<file path="src/rtl/dcs_pkg.sv">
package dcs_pkg;
  typedef enum logic [1:0] {
    OP_READ   = 2'd0,
    OP_WRITE  = 2'd1,
    OP_PREALL = 2'd2
  } op_e;

  typedef enum logic [2:0] {
    CMD_NONE,
    CMD_ACT,
    CMD_READ,
    CMD_WRITE,
    CMD_PRE,
    CMD_PREALL
  } cmd_e;
endpackage

</file>
<file path="src/rtl/dcs_bank_track.sv">
module dcs_bank_track #(
  parameter int ROW_W = 12,
  parameter int CNT_W = 4,
  parameter int T_RCD = 3,
  parameter int T_RAS = 6,
  parameter int T_RC  = 9,
  parameter int T_RP  = 3,
  parameter int R2P   = 2,
  parameter int W2P   = 5
) (
  input  logic             clk,
  input  logic             rst_n,
  input  logic             act_i,
  input  logic             pre_i,
  input  logic             rd_i,
  input  logic             wr_i,
  input  logic             ap_i,
  input  logic [ROW_W-1:0] row_i,
  output logic             open_o,
  output logic             closing_o,
  output logic [ROW_W-1:0] row_o,
  output logic             act_ok_o,
  output logic             col_ok_o,
  output logic             pre_ok_o
);
  logic             open_q, open_d;
  logic             closing_q, closing_d;
  logic [ROW_W-1:0] row_q, row_d;
  logic [CNT_W-1:0] rcd_q, rcd_d, ras_q, ras_d, rc_q, rc_d, rp_q, rp_d, rec_q, rec_d;
  logic [CNT_W-1:0] rec_dec, rec_load;
  logic             fire;

  function automatic logic [CNT_W-1:0] dec(input logic [CNT_W-1:0] v);
    return (v == '0) ? '0 : v - 1'b1;
  endfunction

  // auto-precharge takes effect once row-active time and recovery have both elapsed
  assign fire     = closing_q && (ras_q == '0) && (rec_q == '0);
  assign rec_dec  = dec(rec_q);
  assign rec_load = rd_i ? CNT_W'(R2P - 1) : CNT_W'(W2P - 1);

  always_comb begin
    open_d    = open_q;
    closing_d = closing_q;
    row_d     = row_q;
    rcd_d     = dec(rcd_q);
    ras_d     = dec(ras_q);
    rc_d      = dec(rc_q);
    rp_d      = dec(rp_q);
    rec_d     = rec_dec;
    if (act_i) begin
      open_d = 1'b1;
      row_d  = row_i;
      rcd_d  = CNT_W'(T_RCD - 1);
      ras_d  = CNT_W'(T_RAS - 1);
      rc_d   = CNT_W'(T_RC - 1);
    end
    if (rd_i || wr_i) begin
      rec_d = (rec_dec > rec_load) ? rec_dec : rec_load;
      if (ap_i) begin
        open_d    = 1'b0;
        closing_d = 1'b1;
      end
    end
    if (pre_i) begin
      open_d = 1'b0;
      rp_d   = CNT_W'(T_RP - 1);
    end
    if (fire) begin
      closing_d = 1'b0;
      rp_d      = CNT_W'(T_RP - 1);
    end
  end

  always_ff @(posedge clk or negedge rst_n) begin
    if (!rst_n) begin
      open_q    <= 1'b0;
      closing_q <= 1'b0;
      row_q     <= '0;
      rcd_q     <= '0;
      ras_q     <= '0;
      rc_q      <= '0;
      rp_q      <= '0;
      rec_q     <= '0;
    end else begin
      open_q    <= open_d;
      closing_q <= closing_d;
      rcd_q     <= rcd_d;
      ras_q     <= ras_d;
      rc_q      <= rc_d;
      rp_q      <= rp_d;
      rec_q     <= rec_d;
      if (act_i) row_q <= row_d;
    end
  end

  assign open_o    = open_q;
  assign closing_o = closing_q;
  assign row_o     = row_q;
  assign act_ok_o  = !open_q && !closing_q && (rp_q == '0) && (rc_q == '0);
  assign col_ok_o  = rcd_q == '0;
  assign pre_ok_o  = (ras_q == '0) && (rec_q == '0);

  AST_ACT_ON_IDLE_BANK: assert property (@(posedge clk) disable iff (!rst_n)
    act_i |-> (!open_q && !closing_q && rp_q == '0 && rc_q == '0));
  AST_COL_ON_OPEN_ROW: assert property (@(posedge clk) disable iff (!rst_n)
    (rd_i || wr_i) |-> (open_q && rcd_q == '0));
  AST_PRE_RECOVERED: assert property (@(posedge clk) disable iff (!rst_n)
    (pre_i && open_q) |-> (ras_q == '0 && rec_q == '0));
  AST_CLOSING_NOT_OPEN: assert property (@(posedge clk) disable iff (!rst_n)
    closing_q |-> !open_q);
endmodule

</file>
<file path="src/rtl/dcs_cmd_encode.sv">
module dcs_cmd_encode
  import dcs_pkg::*;
#(
  parameter int ROW_W  = 12,
  parameter int COL_W  = 9,
  parameter int BANK_W = 2,
  parameter int AP_BIT = 10
) (
  input  logic              clk,
  input  logic              rst_n,
  input  cmd_e              cmd_i,
  input  logic [BANK_W-1:0] bank_i,
  input  logic [ROW_W-1:0]  row_i,
  input  logic [COL_W-1:0]  col_i,
  input  logic              ap_i,
  output logic              cs_n_o,
  output logic              ras_n_o,
  output logic              cas_n_o,
  output logic              we_n_o,
  output logic [ROW_W-1:0]  addr_o,
  output logic [BANK_W-1:0] ba_o
);
  logic [3:0]        strb_d;
  logic [ROW_W-1:0]  addr_d;
  logic [BANK_W-1:0] ba_d;

  always_comb begin
    strb_d = 4'b1111;
    addr_d = '0;
    ba_d   = bank_i;
    case (cmd_i)
      CMD_ACT: begin
        strb_d = 4'b0011;
        addr_d = row_i;
      end
      CMD_READ, CMD_WRITE: begin
        strb_d         = (cmd_i == CMD_READ) ? 4'b0101 : 4'b0100;
        addr_d         = ROW_W'(col_i);
        addr_d[AP_BIT] = ap_i;
      end
      CMD_PRE: strb_d = 4'b0010;
      CMD_PREALL: begin
        strb_d         = 4'b0010;
        addr_d[AP_BIT] = 1'b1;
        ba_d           = '0;
      end
      default: ba_d = '0;
    endcase
  end

  always_ff @(posedge clk or negedge rst_n) begin
    if (!rst_n) begin
      {cs_n_o, ras_n_o, cas_n_o, we_n_o} <= 4'b1111;
      addr_o <= '0;
      ba_o   <= '0;
    end else begin
      {cs_n_o, ras_n_o, cas_n_o, we_n_o} <= strb_d;
      addr_o <= addr_d;
      ba_o   <= ba_d;
    end
  end

  AST_DESEL_WITHOUT_CMD: assert property (@(posedge clk) disable iff (!rst_n)
    (cmd_i == CMD_NONE) |=> cs_n_o);
  AST_CMD_DRIVES_CS: assert property (@(posedge clk) disable iff (!rst_n)
    (cmd_i != CMD_NONE) |=> !cs_n_o);
endmodule

</file>
<file path="src/rtl/dram_cmd_sched.sv">
module dram_cmd_sched
  import dcs_pkg::*;
#(
  parameter int ROW_W     = 12,
  parameter int COL_W     = 9,
  parameter int BANK_W    = 2,
  parameter int AP_BIT    = 10,
  parameter int BURST_LEN = 4,
  parameter int T_RCD     = 3,
  parameter int T_RP      = 3,
  parameter int T_RAS     = 6,
  parameter int T_RC      = 9,
  parameter int T_RRD     = 2,
  parameter int T_WR      = 2,
  parameter int T_WTR     = 1
) (
  input  logic              clk,
  input  logic              rst_n,
  input  logic              req_valid,
  output logic              req_ready,
  input  logic [1:0]        req_op,
  input  logic [BANK_W-1:0] req_bank,
  input  logic [ROW_W-1:0]  req_row,
  input  logic [COL_W-1:0]  req_col,
  input  logic              req_autopre,
  output logic              cs_n,
  output logic              ras_n,
  output logic              cas_n,
  output logic              we_n,
  output logic [ROW_W-1:0]  addr,
  output logic [BANK_W-1:0] ba
);
  localparam int NUM_BANKS = 1 << BANK_W;
  localparam int R2P  = BURST_LEN / 2;
  localparam int W2P  = BURST_LEN / 2 + 1 + T_WR;
  localparam int W2R  = BURST_LEN / 2 + 1 + T_WTR;
  localparam int M1   = (T_RCD > T_RAS) ? T_RCD : T_RAS;
  localparam int M2   = (T_RC > T_RP) ? T_RC : T_RP;
  localparam int M3   = (W2P > W2R) ? W2P : W2R;
  localparam int M4   = (M1 > M2) ? M1 : M2;
  localparam int M5   = (M3 > T_RRD) ? M3 : T_RRD;
  localparam int CMAX = (M4 > M5) ? M4 : M5;
  localparam int CNT_W = $clog2(CMAX + 1);

  // reset synchronizer: asserted asynchronously, released on the clock
  logic [1:0] rsync_q;
  logic       rst_i;
  always_ff @(posedge clk or negedge rst_n) begin
    if (!rst_n) rsync_q <= '0;
    else        rsync_q <= {rsync_q[0], 1'b1};
  end
  assign rst_i = rsync_q[1];

  logic              busy_q, busy_d;
  op_e               pend_op_q;
  logic [BANK_W-1:0] pend_bank_q;
  logic [ROW_W-1:0]  pend_row_q;
  logic [COL_W-1:0]  pend_col_q;
  logic              pend_ap_q;
  logic [CNT_W-1:0]  rrd_q, rrd_d, wtr_q, wtr_d;

  logic [NUM_BANKS-1:0] b_open, b_closing, b_act_ok, b_col_ok, b_pre_ok;
  logic [NUM_BANKS-1:0] b_act, b_pre, b_rd, b_wr;
  logic [ROW_W-1:0]     b_row [NUM_BANKS];

  cmd_e cmd;
  logic done, accept, all_quiet, row_hit;

  genvar gi;
  generate
    for (gi = 0; gi < NUM_BANKS; gi++) begin : g_bank
      assign b_act[gi] = (cmd == CMD_ACT)   && (pend_bank_q == BANK_W'(gi));
      assign b_rd[gi]  = (cmd == CMD_READ)  && (pend_bank_q == BANK_W'(gi));
      assign b_wr[gi]  = (cmd == CMD_WRITE) && (pend_bank_q == BANK_W'(gi));
      assign b_pre[gi] = ((cmd == CMD_PRE) && (pend_bank_q == BANK_W'(gi))) || (cmd == CMD_PREALL);

      dcs_bank_track #(
        .ROW_W(ROW_W), .CNT_W(CNT_W), .T_RCD(T_RCD), .T_RAS(T_RAS),
        .T_RC(T_RC), .T_RP(T_RP), .R2P(R2P), .W2P(W2P)
      ) i_bank (
        .clk      (clk),
        .rst_n    (rst_i),
        .act_i    (b_act[gi]),
        .pre_i    (b_pre[gi]),
        .rd_i     (b_rd[gi]),
        .wr_i     (b_wr[gi]),
        .ap_i     (pend_ap_q),
        .row_i    (pend_row_q),
        .open_o   (b_open[gi]),
        .closing_o(b_closing[gi]),
        .row_o    (b_row[gi]),
        .act_ok_o (b_act_ok[gi]),
        .col_ok_o (b_col_ok[gi]),
        .pre_ok_o (b_pre_ok[gi])
      );
    end
  endgenerate

  always_comb begin
    all_quiet = 1'b1;
    for (int i = 0; i < NUM_BANKS; i++) begin
      if (b_closing[i] || (b_open[i] && !b_pre_ok[i])) all_quiet = 1'b0;
    end
  end

  assign row_hit = b_open[pend_bank_q] && (b_row[pend_bank_q] == pend_row_q);

  // next-command selection for the request being served
  always_comb begin
    cmd  = CMD_NONE;
    done = 1'b0;
    if (busy_q) begin
      if (pend_op_q == OP_PREALL) begin
        if (all_quiet) begin
          cmd  = CMD_PREALL;
          done = 1'b1;
        end
      end else if (row_hit) begin
        if (b_col_ok[pend_bank_q] && (pend_op_q == OP_WRITE || wtr_q == '0)) begin
          cmd  = (pend_op_q == OP_WRITE) ? CMD_WRITE : CMD_READ;
          done = 1'b1;
        end
      end else if (b_open[pend_bank_q]) begin
        if (b_pre_ok[pend_bank_q]) cmd = CMD_PRE;
      end else if (b_act_ok[pend_bank_q] && rrd_q == '0) begin
        cmd = CMD_ACT;
      end
    end
  end

  assign req_ready = rst_i && (!busy_q || done);
  assign accept    = req_valid && req_ready;

  always_comb begin
    busy_d = busy_q;
    if (accept)    busy_d = 1'b1;
    else if (done) busy_d = 1'b0;
    rrd_d = (rrd_q == '0) ? '0 : rrd_q - 1'b1;
    wtr_d = (wtr_q == '0) ? '0 : wtr_q - 1'b1;
    if (cmd == CMD_ACT)   rrd_d = CNT_W'(T_RRD - 1);
    if (cmd == CMD_WRITE) wtr_d = CNT_W'(W2R - 1);
  end

  always_ff @(posedge clk or negedge rst_i) begin
    if (!rst_i) begin
      busy_q      <= 1'b0;
      pend_op_q   <= OP_READ;
      pend_bank_q <= '0;
      pend_row_q  <= '0;
      pend_col_q  <= '0;
      pend_ap_q   <= 1'b0;
      rrd_q       <= '0;
      wtr_q       <= '0;
    end else begin
      busy_q <= busy_d;
      rrd_q  <= rrd_d;
      wtr_q  <= wtr_d;
      if (accept) begin
        pend_op_q   <= op_e'(req_op);
        pend_bank_q <= req_bank;
        pend_row_q  <= req_row;
        pend_col_q  <= req_col;
        pend_ap_q   <= req_autopre;
      end
    end
  end

  dcs_cmd_encode #(
    .ROW_W(ROW_W), .COL_W(COL_W), .BANK_W(BANK_W), .AP_BIT(AP_BIT)
  ) i_enc (
    .clk    (clk),
    .rst_n  (rst_i),
    .cmd_i  (cmd),
    .bank_i (pend_bank_q),
    .row_i  (pend_row_q),
    .col_i  (pend_col_q),
    .ap_i   (pend_ap_q),
    .cs_n_o (cs_n),
    .ras_n_o(ras_n),
    .cas_n_o(cas_n),
    .we_n_o (we_n),
    .addr_o (addr),
    .ba_o   (ba)
  );

  AST_READ_AFTER_WRITE_GAP: assert property (@(posedge clk) disable iff (!rst_i)
    (cmd == CMD_READ) |-> (wtr_q == '0));
  AST_ACT_SPACING: assert property (@(posedge clk) disable iff (!rst_i)
    (cmd == CMD_ACT) |-> (rrd_q == '0));
  AST_NO_CMD_WHEN_IDLE: assert property (@(posedge clk) disable iff (!rst_i)
    !busy_q |-> (cmd == CMD_NONE));
  AST_ACCEPT_HOLDS_BUSY: assert property (@(posedge clk) disable iff (!rst_i)
    (req_valid && req_ready) |=> busy_q);
  AST_PREALL_QUIET: assert property (@(posedge clk) disable iff (!rst_i)
    (cmd == CMD_PREALL) |-> ($countones(b_closing) == 0));
endmodule

</file>
<file path="config.mk">
export PLATFORM = sky130hd
export DESIGN_NAME = dram_cmd_sched
export DESIGN_NICKNAME = d
export VERILOG_FILES = /design/src/rtl/dcs_pkg.sv /design/src/rtl/dcs_bank_track.sv /design/src/rtl/dcs_cmd_encode.sv /design/src/rtl/dram_cmd_sched.sv
export SDC_FILE = /design/constraint.sdc
export NUM_CORES = 1
export LEC_CHECK = 0
export BUFFER_PORTS_ARGS = -buffer_cell sky130_fd_sc_hd__clkbuf_2
export CAP_MARGIN = 20
export CORE_ASPECT_RATIO = 0.6
export CORE_MARGIN = 2
export CORE_UTILIZATION = 23
export DETAILED_ROUTE_END_ITERATION = 16
export SYNTH_ARGS = -nofsm -noshare
export SYNTH_HDL_FRONTEND = slang
export SYNTH_HIERARCHICAL = 1
export SYNTH_SLANG_ARGS = --single-unit
</file>
<file path="constraint.sdc">
create_clock -name clk -period 16.15 [get_ports clk]
set_input_delay 3.23 -clock clk [delete_from_list [all_inputs] [get_ports clk]]
set_output_delay 3.23 -clock clk [all_outputs]
set_load 0.01 [all_outputs]
</file>
**Word-level counts from Yosys, hierarchy flattened**

Index checks and enable logic that the tools add are counted.

- Input bits: 29
- Word-level logic and storage cells: 320
- Register bits: 191

- Bitwise operators: 1
- Add/sub/neg operators: 22
- Multiplexer cells: 118
- Eq/ne operators: 11
- $lt $le $gt $ge: 6
- Reductions and logical operators: 115

Operators by type and width:

| cell | count |
|---|---|
| $mux 4 | 52 |
| $logic_not 4->1 | 22 |
| $sub 4x1->4 const B | 22 |
| $logic_and 1x1->1 | 49 |
| $mux 1 | 44 |
| $mux 3 | 10 |
| $bmux 12 s2 | 1 |
| $mux 12 | 2 |
| $pmux 10 s2 | 1 |
| $reduce_bool 2->1 | 9 |
| $gt 4x4->1 | 4 |
| $logic_or 1x1->1 | 14 |
| $logic_not 1->1 | 13 |
| $eq 12x12->1 | 1 |
| $pmux 4 s3 | 1 |
| $bmux 1 s2 | 4 |
| $reduce_and 2->1 | 4 |
| $eq 2x2->1 const B | 3 |
| $eq 3x2->1 const B | 2 |
| $eq 3x3->1 const B | 2 |
| $eq 2x1->1 const B | 2 |
| $mux 2 | 2 |
| $reduce_or 2->1 | 2 |
| $reduce_or 4->1 | 1 |
| 6 further kinds | 6 |

**Depth between registers and ports, before layout**

Gate-level depths: netlist of the first run.

- Word-level depth: 18
- Gate-level depth with buffers: 14
- Mapped depth without buffers: 14

**Hierarchy**

The synthesis of the first run kept the hierarchy.

By module, submodules not included:

| module | sequential area each (µm²) | instances | area each (µm²) | cells each |
|---|---|---|---|---|
| dcs_bank_track | 850.8 | 4 | 1609.0 | 146 |
| dram_cmd_sched | 925.9 | 1 | 2302.2 | 184 |
| dcs_cmd_encode | 455.4 | 1 | 714.4 | 51 |

**Worst setup path before layout of the first run**

OpenSTA, ideal clock, no wires.

- Kind: register to output
- From: register rsync_q[1]
- To: output req_ready
- Path buffers: 0
- Data required time: 12.920 ns
- Cell stages (with the launch flop): 2
- Arrival time: 4.957 ns
- Slack: 7.963 ns
- Path through: dfrtp_1 and2_1

- Cells in the longest elaborated chain, start to end: 1

Ends and longest elaborated chain:

| item | RTL line | RTL |
|---|---|---|
| from (decl) | dram_cmd_sched.sv:46 | `logic [1:0] rsync_q;` |
| from (signal assigned) | dram_cmd_sched.sv:50 | `else rsync_q <= {rsync_q[0], 1'b1};` |
| $logic_and 1x1->1 | dram_cmd_sched.sv:131 | `assign req_ready = rst_i && (!busy_q \|\| done);` |
| to (decl) | dram_cmd_sched.sv:20 | `output logic req_ready,` |

No other way between the ends.

**Worst setup path after layout of the first run**

- From: register pend_bank_q[1]
- To: output req_ready

- Cells in the longest elaborated chain, start to end: 11
- Elaborated cells on any way between the ends: 17
- Those cells by class: eq/ne: 1; mux: 11; bitwise: 1; reduce/logical: 4

Ends and longest elaborated chain:

| item | RTL line | RTL |
|---|---|---|
| from (decl) | dram_cmd_sched.sv:56 | `logic [BANK_W-1:0] pend_bank_q;` |
| from (signal assigned) | dram_cmd_sched.sv:160 | `pend_bank_q <= req_bank;` |
| $not 2->3 (implied by the code) | dram_cmd_sched.sv:106 | `assign row_hit = b_open[pend_bank_q] && (b_row[pend_bank_q] == pend_row_q);` |
| $bmux 12 s2 | dram_cmd_sched.sv:106 |  |
| $mux 12 (implied by the code) (2 in a row) | dram_cmd_sched.sv:106 |  |
| $eq 12x12->1 | dram_cmd_sched.sv:106 |  |
| $logic_and 1x1->1 | dram_cmd_sched.sv:106 |  |
| $mux 1 * | dram_cmd_sched.sv:118 | `end else if (row_hit) begin` |
| $mux 1 * | dram_cmd_sched.sv:113 | `if (pend_op_q == OP_PREALL) begin` |
| $mux 1 * | dram_cmd_sched.sv:112 | `if (busy_q) begin` |
| $logic_or 1x1->1 * | dram_cmd_sched.sv:131 |  |
| $logic_and 1x1->1 * | dram_cmd_sched.sv:131 |  |

Mark *: on every way between the ends. The rest lies on a longest branch, timed or not. The select of a mux whose other input is x is not followed.

==> results of run 1 <==
routing by layer:
metal	wire [um]	share of wire [%]	global-route usage [%]	up-vias
met5	0	0	0	-
met3	895	4.2	2.49	22
met4	330	1.5	3.17	0
li1	-	-	-	3097
met2	9080	42	14.4	128
met1	11100	52	15.8	3236
critical path: cells and delay by family, from the launching register on:
kind,cells,cell delay (ns)
buffers and inverters,1,0.14
AND/OR/NAND/NOR,4,1.20
flip-flops,1,0.95
XOR/XNOR,1,0.18
multiplexers,1,0.42
per-stage QoR:
step | instances | cell area [um^2]
floorplan | 819 | 9450
global placement | 1377 | 10300
detailed placement | 1377 | 10300
CTS | 1409 | 10800
global route | 1409 | 10800
finish | 1409 | 10800
cells by family after synthesis:
family	Yosys count	synth area share, %
AND/OR/NAND/NOR	244	14.9
flip-flops	191	50.6
AO/OA/AOI/OAI	179	12.7
multiplexers	93	13.7
buffers and inverters	75	3.85
adder cells (fa/ha/maj)	23	3.02
XOR/XNOR	13	1.20
other	1	0.0397
power groups by stage:
stage / logic, mW / clock network, mW / registers, mW
after detailed placement: 0.658 / 0 / 0.809
final: 0.655 / 0.406 / 0.805
after global placement: 0.637 / 0 / 0.808
after global routing: 0.726 / 0.441 / 0.831
after floorplan: 0.514 / 0 / 0.758
after CTS: 0.659 / 0.421 / 0.803
sequential cells by signal (all words and copies together) (netlist names), 12 cells and up:
register	flops
g_bank.i_bank/ras_q	16
g_bank.i_bank/rc_q	16
g_bank.i_bank/rcd_q	16
g_bank.i_bank/rec_q	16
g_bank.i_bank/row_o	48
g_bank.i_bank/rp_q	16
i_enc/addr_o	12
pend_row_q	12
area by class of cell:
class	count	area share, %
Timing Repair Buffer	59	3.00
Inverter	43	1.49
Clock buffer	21	4.16
Multi-Input combinational cell	553	40.0
Tap cell	531	6.13
Clock inverter	11	0.982
Sequential cell	191	44.2
synthesized netlist by cell type, types with 8 or more instances:
cell type	number
o21ai_0	54
xnor2_1	13
o211ai_1	8
dfrtp_1	187
nor2_1	43
or3_1	12
a21oi_1	30
nand2_1	35
a211oi_1	12
nor4_1	14
a22o_1	8
nand2b_1	8
mux2_4	20
nor3_1	43
nor3b_1	14
and2_1	8
mux4_2	16
nand3b_1	14
mux2_2	53
ha_1	22
nor2b_1	12
inv_1	43
o22ai_1	10
final timing paths:
path / startpoint / endpoint / slack (ns) / depth (start not counted)
min in group asynchronous: rsync_q[1] / g_bank[3].i_bank/rec_q[0] / 0.60 / 1
hold / removal: rsync_q[0] / rsync_q[1] / 0.35 / 0
hold reg to reg: rsync_q[0] / rsync_q[1] / 0.35 / 0
max in group asynchronous: rst_n / rsync_q[1] / 13.46 / 1
setup reg to reg: pend_bank_q[1] / g_bank[0].i_bank/rec_q[0] / 11.41 / 11
setup / recovery: pend_bank_q[1] / req_ready / 9.59 / 7
==> flow_metrics.tcl, run 1 <==
set metrics [dict create \
    layout.nets 916 \
    p_clk_share_pct 21.8 \
    cts_resized 0 \
    globalRouteOverflowTotal 0 \
    seq_area_frac_synth_pct 50.6 \
    cp.arrival_ns 3.33 \
    seqPwrFrac_pct 43.1 \
    fin_crit_ns 6.56 \
    ys_top_cells_by_area "dfrtp_1, mux2_2, mux4_2" \
    regArea_mm2 0.00479 \
    synthArstFlopShare_pct 100 \
    rsz0062_at_grt "false" \
    final_cell_mix "dfrtp_1, o21ai_0, mux2_2" \
    cp_slowest_stage_delay_ns 0.95 \
    switchingPower_uw 670 \
    coreArea_mm2 0.0405 \
    syn-num-nets 870 \
    hold_buffers 0 \
    cts_tree "built" \
    path_cells "mux4_2, xnor2_1, nand4_1, nor4_4, or2_2, and2_1, clkbuf_2" \
    path_clk_slew_ns 0.07 \
    cap_violations 0 \
    fin_crit_sh_pct 40.6 \
    yosysWarnings 6 \
    power_density_mw_per_mm2 172 \
    drt-total-wl_mm 21.4 \
    hold_path.class "register to register" \
    status "completed" \
    rows 57 \
    ctsHtreeMaxLevel 4 \
    ys_ff_latch 191 \
    yosysTopAreaCell "dfrtp_1" \
    grt_pass1_wl_mm 34.9 \
    die_h_um 161 \
    switching_share_pct 35.9 \
    power.total_mw 1.87 \
    synth_area_mm2 0.00945 \
    die_w_um 266 \
    cts_buffers 17 \
    clockBufferDepth 2 \
    slew_viol_final 0 \
    setup.worst_path.end_class "primary output" \
    cpMaxStageDelayCell "dfrtp_1" \
    fmax_mhz 153 \
    comb_power_share_pct 35.1 \
    finalWorstSetupSlack_ns 9.59 \
    grt_max_degree 72 \
    synth_top_area_share_pct 49.5 \
    cp.required_ns 12.92 \
    synth_edf_count 0 \
    clock-root-buffer "clkbuf_16" \
    drive_gt1_share_pct 25.5 \
    fin_setup_tns_ns 0 \
    antenna_left 0 \
    hpwl_mm 15.3 \
    netlist_instances 819 \
    ys_types 64 \
    viasPerCell 4.60 \
    vdd_drop_max_mv 0.0880 \
    pin_count 48 \
    pre_cts_ws_ns 10.01 \
    grt_pass1_vias 6246 \
    fillers 4154 \
    slew_headroom_pct 33.9 \
    p_int_mw 1.20 \
    area_delta_synth_final_pct 14.6 \
    synth.avg_cell_area_um2 11.5 \
    drc 0 \
    fin_util_pct 26.7 \
    die-area_mm2 0.0428 \
    worstMarginPinSlew_ns 0.983 \
    antenna_cells 0 \
    finalHoldViolations 0 \
    worstSetupStartpointType "register" \
    wl_per_cell_um 15.2 \
    antenna_found_initial 0 \
    start_util_pct 23.3 \
    globalplace.congestion 0.871 \
    cp_max_fo 22 \
    synth_ff_type "dfrtp_1" \
    hold-worst-slack_ns 0.354 \
    layout_commonest_cell "dfrtp_1" \
    grt_use_total_pct 10.4 \
    skew_ns 0.0195 \
    post-cts-setup-buffers 0 \
    cts_sinks 191 \
    worstSetupPathType "register to primary output" \
    clock_latency_ns 0.45 \
    drt_iter0_markers 508 \
    setup_viol 0 \
    multi_input_area_mm2 0.00434 \
    portBuffers 47 \
    p_leak_nw 4.83 \
    drtPass1Iterations 5 \
    vias 6483 \
]
Power figures use the tool's default switching activity.
==> run 2, diff against run 1 <==
- ABC_AREA: not set -> 1
- clock period: 16.15 -> 5.5 ns (I/O delays scaled with it)
==> run 2 against run 1 <==
Compared with the run above: clock skew down 0.0081 ns; first-iteration DRC count up 33%; total power rose to 3.2 times the previous value; clock power rose to 3.2 times the previous value; hold slack improved by 0.0026 ns; critical path depth increased by 13.
==> flow_metrics.tcl, run 2 <==
set metrics [dict create \
    hold_buffers 0 \
    post-cts-setup-buffers 0 \
    clockBufferDepth 2 \
    setup_viol 0 \
    layout.nets 1308 \
    finalHoldViolations 0 \
    antenna_left 0 \
    slew_viol_final 0 \
    fin_setup_tns_ns 0 \
    cp.required_ns 5.84 \
    seq_area_frac_synth_pct 50.3 \
    grt_pass1_vias 7326 \
    fin_crit_sh_pct 77.3 \
    drt-total-wl_mm 24.2 \
    clock_latency_ns 0.45 \
    yosysWarnings 6 \
    comb_power_share_pct 39.0 \
    drtPass1Iterations 5 \
    synth_top_area_share_pct 49.2 \
    cp.arrival_ns 4.59 \
    worstSetupStartpointType "register" \
    fin_crit_ns 4.25 \
    portBuffers 47 \
    vias 7770 \
    vdd_drop_max_mv 0.234 \
    fillers 4348 \
    cts_resized 0 \
    ys_top_cells_by_area "dfrtp_1, nand2_1, inv_1" \
    cts_buffers 17 \
    cap_violations 0 \
    clock-root-buffer "clkbuf_16" \
    area_delta_synth_final_pct 14.9 \
    stdcell_count 1801 \
    seqPwrFrac_pct 39.5 \
    cts_sinks 191 \
    syn-num-nets 1263 \
    drt_iter0_markers 675 \
    rows 57 \
    synth_ff_type "dfrtp_1" \
    path_clk_slew_ns 0.07 \
    cp_max_fo 25 \
    grt_use_total_pct 11.6 \
    pin_count 48 \
    switching_share_pct 42.5 \
    dp_cells 1769 \
    fmax_mhz 235 \
    die_w_um 267 \
    ctsHtreeMaxLevel 4 \
    p_int_mw 3.44 \
    cts_tree "built" \
    wl_per_cell_um 13.4 \
    setup.worst_path.end_class "register" \
    slew_headroom_pct 37.6 \
    ys_ff_latch 191 \
    antenna_found_initial 0 \
    switchingPower_mw 2.54 \
    grt_max_degree 72 \
    grt_pass1_wl_mm 39.1 \
    synth_edf_count 0 \
    final_cell_mix "nand2_1, dfrtp_1, inv_1" \
    layout_commonest_cell "nand2_1" \
    power.total_mw 5.98 \
    globalplace.congestion 0.873 \
    worstSetupPathType "register to register" \
    netlist_instances 1212 \
    antenna_cells 0 \
    skew_ns 0.0114 \
    rsz0062_at_grt "false" \
    status "completed" \
    drive_gt1_share_pct 11.5 \
    globalRouteOverflowTotal 0 \
    hpwl_mm 17.5 \
    hold_path.class "register to register" \
    largest_register_ffs 48 \
    start_util_pct 23.4 \
    synth_area_mm2 0.00952 \
    coreArea_mm2 0.0407 \
    drc 0 \
    p_clk_share_pct 21.5 \
    p_leak_nw 5.86 \
    synth.avg_cell_area_um2 7.85 \
    synthTopCellsByCount "nand2_1, dfrtp_1, inv_1" \
    viasPerCell 4.31 \
    worstMarginPinSlew_ns 0.936 \
    synth_most_common_cell "nand2_1" \
    synthArstFlopShare_pct 100 \
    die-area_mm2 0.0431 \
    ys_types 43 \
    die_h_um 162 \
    yosysTopAreaCell "dfrtp_1" \
    power_density_mw_per_mm2 547 \
]
[run 2: logic make-up after synthesis]
kind of cell               Yosys count  synth area share (%)
buffers and inverters              172                  7.48
DFF                                191                  50.3
and+or+nand+nor                    718                  31.7
xor gates and xnor gates            16                  1.47
AOI/OAI and AO/OA                   92                  6.09
adders and majority gates           22                  2.89
other                                1                0.0394
[run 2: layout make-up]
class | instances | area [um^2] | area share [%]
flip-flops and latches | 191 | 4790 | 43.8
multi-input cells | 849 | 4040 | 37.0
well taps | 531 | 664 | 6.08
inverters | 143 | 537 | 4.91
clock buffers | 19 | 443 | 4.05
repair buffers | 55 | 295 | 2.70
clock inverters | 13 | 163 | 1.49
[run 2: path summary, 6_finish.rpt]
kind / slack (ns) / to / startpoint / cells after the start
setup / recovery: 1.25 / g_bank[3].i_bank/rec_q[0] / pend_bank_q[0] / 20
hold / removal: 0.36 / rsync_q[1] / rsync_q[0] / 0
setup reg to reg: 1.25 / g_bank[3].i_bank/rec_q[0] / pend_bank_q[0] / 20
hold reg to reg: 0.36 / rsync_q[1] / rsync_q[0] / 0
max in group asynchronous: 3.57 / i_enc/addr_o[10] / rsync_q[1] / 1
min in group asynchronous: 0.43 / rsync_q[1] / rst_n / 1
[run 2: power groups by stage]
stage	registers [mW]	logic, mW	clock network [mW]
final	2.36	2.33	1.28
after global routing	2.43	2.67	1.38
after CTS	2.36	2.33	1.32
after detailed placement	2.38	2.32	0
after global placement	2.37	2.25	0
after floorplan	2.23	1.81	0
[run 2: routing by layer]
layer / share of wire, % / GRT usage (%)
met1: 53 / 18.0
met2: 40 / 15.8
met5: 0 / 0
met3: 6.5 / 2.85
met4: 0.61 / 2.48
[run 2: metrics by stage]
stage	hold slack [ns]	cell area [um^2]	worst slack (ns)	util, %
global placement	0.336	10300	1.39	25.4
global route	0.382	10900	0.910	26.9
detailed placement	0.344	10300	1.38	25.4
finish	0.356	10900	1.25	26.9
floorplan	0.331	9520	1.10	-
CTS	0.360	10900	1.37	26.9
[run 2: worst max-delay path, cell delays in order, from the launching register on]
cell     delay, ns
dfrtp_1       0.53
inv_2         0.40
nand2_1       0.26
inv_1         0.17
nand2_1       0.06
nand4_1       0.14
nand2_1       0.06
nor2_1        0.09
nand2_1       0.06
nor2_2        0.14
nand3_2       0.14
nor2_1        0.62
nand2_1       0.24
nor2_1        0.45
ha_1          0.33
nand2_1       0.09
nand2_2       0.07
nand2_1       0.06
nand2_1       0.08
nand2_1       0.08
nand2_1       0.05
